==> src/rtl/dpwm_pkg.sv <==
package dpwm_pkg;
  localparam int NCH      = 2;   // channels
  localparam int DATA_W   = 32;  // bus width
  localparam int ADDR_W   = 4;   // byte address width
  localparam int CNT_W    = 16;  // per-phase tick count
  localparam int DIV_W    = 7;   // divider setting width
  localparam int DIV_LSB  = 8;   // lsb of channel 0 divider field
  localparam int DIV_STEP = 8;   // field stride between channels
  localparam int CKEN_OFS = 7;   // clock enable sits above divider field

  typedef enum logic [1:0] {
    SEL_CNT_A = 2'd0,
    SEL_CNT_B = 2'd1,
    SEL_CTRL  = 2'd2,
    SEL_NONE  = 2'd3
  } reg_sel_e;
endpackage

==> src/rtl/dpwm_regs.sv <==
module dpwm_regs
  import dpwm_pkg::*;
(
  input  logic                         clk,
  input  logic                         rst,
  input  logic [ADDR_W-1:0]            addr,
  input  logic                         we,
  input  logic [DATA_W-1:0]            wdata,
  output logic [DATA_W-1:0]            rdata,
  output logic [NCH-1:0][CNT_W-1:0]    hi_cnt,
  output logic [NCH-1:0][CNT_W-1:0]    lo_cnt,
  output logic [NCH-1:0][DIV_W-1:0]    div_set,
  output logic [NCH-1:0]               act
);
  reg_sel_e sel;
  logic [NCH-1:0][DATA_W-1:0] cnt_q;
  logic [NCH-1:0][DIV_W-1:0]  div_q;
  logic [NCH-1:0]             cken_q;
  logic [NCH-1:0]             oen_q;
  logic [DATA_W-1:0]          ctrl_view;

  assign sel = reg_sel_e'(addr[3:2]);

  always_comb begin
    ctrl_view = '0;
    for (int i = 0; i < NCH; i++) begin
      ctrl_view[i]                                   = oen_q[i];
      ctrl_view[DIV_LSB + DIV_STEP*i +: DIV_W]       = div_q[i];
      ctrl_view[DIV_LSB + DIV_STEP*i + CKEN_OFS]     = cken_q[i];
    end
  end

  always_ff @(posedge clk) begin
    if (rst) begin
      cnt_q  <= '0;
      div_q  <= '0;
      cken_q <= '0;
      oen_q  <= '0;
    end else if (we) begin
      case (sel)
        SEL_CNT_A: cnt_q[0] <= wdata;
        SEL_CNT_B: cnt_q[1] <= wdata;
        SEL_CTRL: begin
          for (int i = 0; i < NCH; i++) begin
            oen_q[i]  <= wdata[i];
            div_q[i]  <= wdata[DIV_LSB + DIV_STEP*i +: DIV_W];
            cken_q[i] <= wdata[DIV_LSB + DIV_STEP*i + CKEN_OFS];
          end
        end
        default: ;
      endcase
    end
  end

  always_ff @(posedge clk) begin
    if (rst) begin
      rdata <= '0;
    end else begin
      case (sel)
        SEL_CNT_A: rdata <= cnt_q[0];
        SEL_CNT_B: rdata <= cnt_q[1];
        SEL_CTRL:  rdata <= ctrl_view;
        default:   rdata <= '0;
      endcase
    end
  end

  genvar g;
  generate
    for (g = 0; g < NCH; g++) begin : g_cfg
      assign hi_cnt[g]  = cnt_q[g][DATA_W-1 -: CNT_W];
      assign lo_cnt[g]  = cnt_q[g][CNT_W-1:0];
      assign div_set[g] = div_q[g];
      assign act[g]     = cken_q[g] & oen_q[g];
    end
  endgenerate
endmodule

==> src/rtl/dpwm_chan.sv <==
module dpwm_chan
  import dpwm_pkg::*;
(
  input  logic             clk,
  input  logic             rst,
  input  logic             active,
  input  logic [CNT_W-1:0] hi_in,
  input  logic [CNT_W-1:0] lo_in,
  input  logic [DIV_W-1:0] div_in,
  output logic             pwm_o
);
  localparam int TOT_W = CNT_W + 1;

  logic             run_q;
  logic [DIV_W-1:0] pre_q;
  logic [TOT_W-1:0] pos_q;
  logic [CNT_W-1:0] sh_hi, sh_lo;
  logic [DIV_W-1:0] sh_div;
  logic [TOT_W-1:0] total;
  logic             tick, wrap;

  assign total = TOT_W'(sh_hi) + TOT_W'(sh_lo);
  assign tick  = (pre_q == sh_div);
  assign wrap  = (total == '0) || (pos_q == total - 1'b1);

  always_ff @(posedge clk) begin
    if (rst) begin
      run_q  <= 1'b0;
      pre_q  <= '0;
      pos_q  <= '0;
      sh_hi  <= '0;
      sh_lo  <= '0;
      sh_div <= '0;
      pwm_o  <= 1'b0;
    end else begin
      run_q <= active;
      pwm_o <= active && run_q && (pos_q < TOT_W'(sh_hi));
      if (!active || !run_q) begin
        pre_q  <= '0;
        pos_q  <= '0;
        sh_hi  <= hi_in;
        sh_lo  <= lo_in;
        sh_div <= div_in;
      end else if (tick) begin
        pre_q <= '0;
        if (wrap) begin
          pos_q  <= '0;
          sh_hi  <= hi_in;
          sh_lo  <= lo_in;
          sh_div <= div_in;
        end else begin
          pos_q <= pos_q + 1'b1;
        end
      end else begin
        pre_q <= pre_q + 1'b1;
      end
    end
  end
endmodule

==> src/rtl/dpwm_top.sv <==
module dpwm_top
  import dpwm_pkg::*;
(
  input  logic              clk,
  input  logic              rst,
  input  logic [ADDR_W-1:0] addr,
  input  logic              we,
  input  logic [DATA_W-1:0] wdata,
  output logic [DATA_W-1:0] rdata,
  output logic              pwm_a_o,
  output logic              pwm_b_o
);
  logic [NCH-1:0][CNT_W-1:0] hi_cnt, lo_cnt;
  logic [NCH-1:0][DIV_W-1:0] div_set;
  logic [NCH-1:0]            act;
  logic [NCH-1:0]            pwm_vec;

  dpwm_regs u_regs (
    .clk     (clk),
    .rst     (rst),
    .addr    (addr),
    .we      (we),
    .wdata   (wdata),
    .rdata   (rdata),
    .hi_cnt  (hi_cnt),
    .lo_cnt  (lo_cnt),
    .div_set (div_set),
    .act     (act)
  );

  genvar g;
  generate
    for (g = 0; g < NCH; g++) begin : g_ch
      dpwm_chan u_chan (
        .clk    (clk),
        .rst    (rst),
        .active (act[g]),
        .hi_in  (hi_cnt[g]),
        .lo_in  (lo_cnt[g]),
        .div_in (div_set[g]),
        .pwm_o  (pwm_vec[g])
      );
    end
  endgenerate

  assign pwm_a_o = pwm_vec[0];
  assign pwm_b_o = pwm_vec[1];
endmodule

==> config.mk <==
export PLATFORM = sky130hd
export DESIGN_NAME = dpwm_top
export DESIGN_NICKNAME = d
export VERILOG_FILES = /design/src/rtl/dpwm_pkg.sv /design/src/rtl/dpwm_regs.sv /design/src/rtl/dpwm_chan.sv /design/src/rtl/dpwm_top.sv
export SDC_FILE = /design/constraint.sdc
export NUM_CORES = 1
export LEC_CHECK = 0
export CELL_PAD_IN_SITES_DETAIL_PLACEMENT = 0
export CELL_PAD_IN_SITES_GLOBAL_PLACEMENT = 2
export CORE_ASPECT_RATIO = 0.8
export CORE_MARGIN = 4
export CORE_UTILIZATION = 39
export CTS_BUF_LIST = sky130_fd_sc_hd__clkbuf_16
export CTS_CLUSTER_DIAMETER = 50
export DETAILED_ROUTE_END_ITERATION = 8
export PLACE_DENSITY = 0.87
export SLEW_MARGIN = 20
export SYNTH_ARGS = -nofsm -noshare
export SYNTH_HDL_FRONTEND = slang
export SYNTH_HIERARCHICAL = 1
export SYNTH_SLANG_ARGS = --single-unit
==> constraint.sdc <==
create_clock -name clk -period 4.8 [get_ports clk]
set_input_delay 0.72 -clock clk [delete_from_list [all_inputs] [get_ports clk]]
set_output_delay 0.72 -clock clk [all_outputs]
set_load 0.02 [all_outputs]
==> impl_metrics.yaml <==
floorplan:
  die_w_um: 223
  rows: 62
  die_y_um: 180
  design.core.area_mm2: 0.0362
  initial_core_util_pct: 39.8
  die_area_mm2: 0.0401
  io_pins: 73
clocking:
  insertion_delay_ps: 580
  numCtsBuffers: 29
  cts_resized: 0
  post_cts_buffers: 0
  clock_sinks: 244
  cts_tree: "done"
  clock_path_buffers: 3
  h-tree-depth: 1
  cts.root.buffer_cell: "clkbuf_16"
  clkTransAtPathRegs_ps: 60
  hold_buffers: 0
critical_path:
  crit_path_end_kind: "register"
  crit_type: "register to register"
  worstPathRequired_ps: 5250
  critPathMaxFanout: 20
  cp-start-kind: "register"
  cp.arrival_ps: 4950
timing:
  period_share_pct: 93.7
  slew_viol_final: 0
  tns_ps: 0
  worst_pin_slew_ps: 952
  hold_viol: 0
  slew-limit-headroom_pct: 36.6
  fin_ws_ps: 300
  finalClockSkew_ps: 13.3
  setup_violations: 0
  period_minus_slack_ps: 4500
  fmax_ghz: 0.222
  rsz0062_at_grt: "false"
grt:
  grt_pass1_vias: 10700
  grt.total_usage_pct: 17.9
  grt_max_degree: 98
  overflow: 0
  antenna_found_initial: 0
  grt_pass1_wl_mm: 59.1
placement:
  port-buffer-count: 70
  dpl-instance-area_mm2: 0.0154
  post-place-ws_ps: 394
  hpwl_mm: 27.2
  place.gp.congestion: 0.854
  dp_cells: 2039
route:
  ant_nets: 0
  drtIter0Drc: 753
  num_vias: 11000
  drc: 0
  dr.pass1.iters: 5
  drt-total-wl_mm: 37.4
  wl_per_cell_um: 17.9
  vias_per_cell: 5.27
final_layout:
  drive_above_1_share_pct: 8.06
  num_antenna_cells: 0
  area_growth_pct: 14.0
  fin_cells: 2092
  fin_area_mm2: 0.0164
  nNetsFinal: 1701
pwr:
  p_int_mw: 3.70
  p_switching_mw: 1.31
  leakage_nw: 6.20
  switching_share_pct: 26.1
  p_comb_share_pct: 11.5
  seq_power_share_pct: 42.0
  clkPwrFrac_pct: 46.5
  powerDensity_mw_per_mm2: 305
  ir_drop_v: 0.000212
  p_total_mw: 5.01
run:
  max-cap-violations: 0
run_status:
  outcome: "finished, final reports clean"
synth:
  postSynthCellCount: 1558
  yosysUniqueCellTypes: 90
  synthFlopType: "dfxtp_1"
  synth_area_mm2: 0.0144
  syn_area_per_cell_um2: 9.26
  synth_warnings: 6
  ys_seq_elements: 244
  async_reset_ff_share_pct: 0
  synthesis.nets: 1669
  ys_seq_area_share_pct: 33.9
  synth_edf_count: 0
hold_path:
  hold_path.class: "register to register"
## worst max-delay path: stages (launching register included)
cell and delay, ps:
dfxtp_1 370, ha_1 210, inv_1 60, fa_1 390
nand2b_1 240, a21oi_2 200, xor2_2 290, xnor2_1 200
xor2_1 110, o31a_1 260, a2111oi_1 640, o211ai_1 290
nor4_4 310, buf_4 320, nor3_4 110, buf_12 200
mux2i_1 130
## worst paths after layout
kind,slack (ps),startpoint,endpoint,cells after the start
worst min register to register,470,u_regs/hi_cnt[23]$_SDFFE_PP0P_,g_ch[1].u_chan/sh_hi[7]$_SDFFE_PP0P_,2
worst max-delay path,300,g_ch[0].u_chan/sh_hi[0]$_SDFFE_PP0P_,g_ch[0].u_chan/sh_div[3]$_SDFFE_PP0P_,16
worst min-delay path,470,u_regs/hi_cnt[23]$_SDFFE_PP0P_,g_ch[1].u_chan/sh_hi[7]$_SDFFE_PP0P_,2
worst max register to register,300,g_ch[0].u_chan/sh_hi[0]$_SDFFE_PP0P_,g_ch[0].u_chan/sh_div[3]$_SDFFE_PP0P_,16
## stage by stage
step / hold WS (ps) / util (%)
3_3_place_gp: 458 / 42.6
4_1_cts: 474 / 45.4
3_5_place_dp: 461 / 42.6
6_report: 469 / 45.4
5_1_grt: 499 / 45.4
2_1_floorplan: 441 / -
## routing by layer
metal  global-route usage (%)  wire (um)
met5                        0          0
met4                     3.35        641
met3                     2.92       1750
met2                     26.0      15100
met1                     27.9      19900
## cell usage after synthesis (all sizes together) (7+ instances only)
cell type / instances / area [um^2]
a211oi: 29 / 238
a21o: 20 / 150
a21oi: 54 / 323
a31oi: 8 / 56.3
and2: 12 / 75.1
and3: 21 / 131
buf: 43 / 322
clkbuf: 46 / 173
dfxtp: 244 / 4880
ha: 70 / 876
inv: 47 / 176
mux2i: 178 / 1780
nand2: 65 / 244
nand2b: 247 / 1550
nand3: 34 / 170
nand4: 14 / 87.6
nor2: 68 / 258
nor2b: 7 / 43.8
nor3: 33 / 193
nor4: 12 / 103
o211ai: 13 / 103
o21ai: 27 / 135
o22ai: 19 / 125
o31ai: 20 / 205
or2: 11 / 68.8
or3: 9 / 61.3
or4: 17 / 128
xnor2: 53 / 464
xor2: 61 / 549
## placed cells by master (no fill, tap or decap), drive strengths merged, types with 27 or more instances in the layout
master	n
xnor2	53
a211oi	29
nor3	33
nor2	68
mux2i	178
dfxtp	244
a21oi	54
nand3	34
inv	55
clkdlybuf4s50	69
o21ai	27
ha	70
xor2	61
nand2	65
nand2b	247
clkbuf	29
## power groups by stage
stage / clock (mW) / sequential [mW] / combinational, mW
6_report: 2.33 / 2.10 / 0.578
5_1_grt: 2.46 / 2.11 / 0.629
4_1_cts: 2.39 / 2.10 / 0.575
3_5_place_dp: 0 / 2.15 / 0.572
3_3_place_gp: 0 / 2.15 / 0.565
2_1_floorplan: 0 / 2.14 / 0.415
## cells by family (layout without fill, tap and decap cells)
family                   after synthesis  after routing  synth area share (%)
AND/OR/NAND/NOR                      575            575                  23.1
flip-flops                           244            244                  33.9
AO/OA/AOI/OAI                        237            237                  12.4
multiplexers                         179            179                  12.4
buffers and inverters                136            190                  4.65
XOR/XNOR                             115            115                  7.18
adder cells (fa/ha/maj)               72             72                  6.35
## sequential cells by signal, indices dropped and copies added (netlist names)
signal,flops
g_ch.u_chan/sh_hi,32
u_regs/oen_q,2
u_regs/cken_q,2
g_ch.u_chan/sh_div,14
g_ch.u_chan/pos_q,34
u_regs/hi_cnt,32
g_ch.u_chan/pre_q,14
g_ch.u_chan/sh_lo,32
u_regs/lo_cnt,32
u_regs/rdata,32
g_ch.u_chan/run_q,2
u_regs/div_set,14
g_ch.u_chan/pwm_o,2
## layout make-up
cell class | count | area [um^2]
sequential | 244 | 4880
clock buffer | 29 | 726
fill | 3512 | 19800
clock inverter | 24 | 290
timing repair buffer | 90 | 877
tap | 480 | 601
multi-input combinational | 1178 | 8880
inverter | 47 | 176
Power figures use the tool's default switching activity.
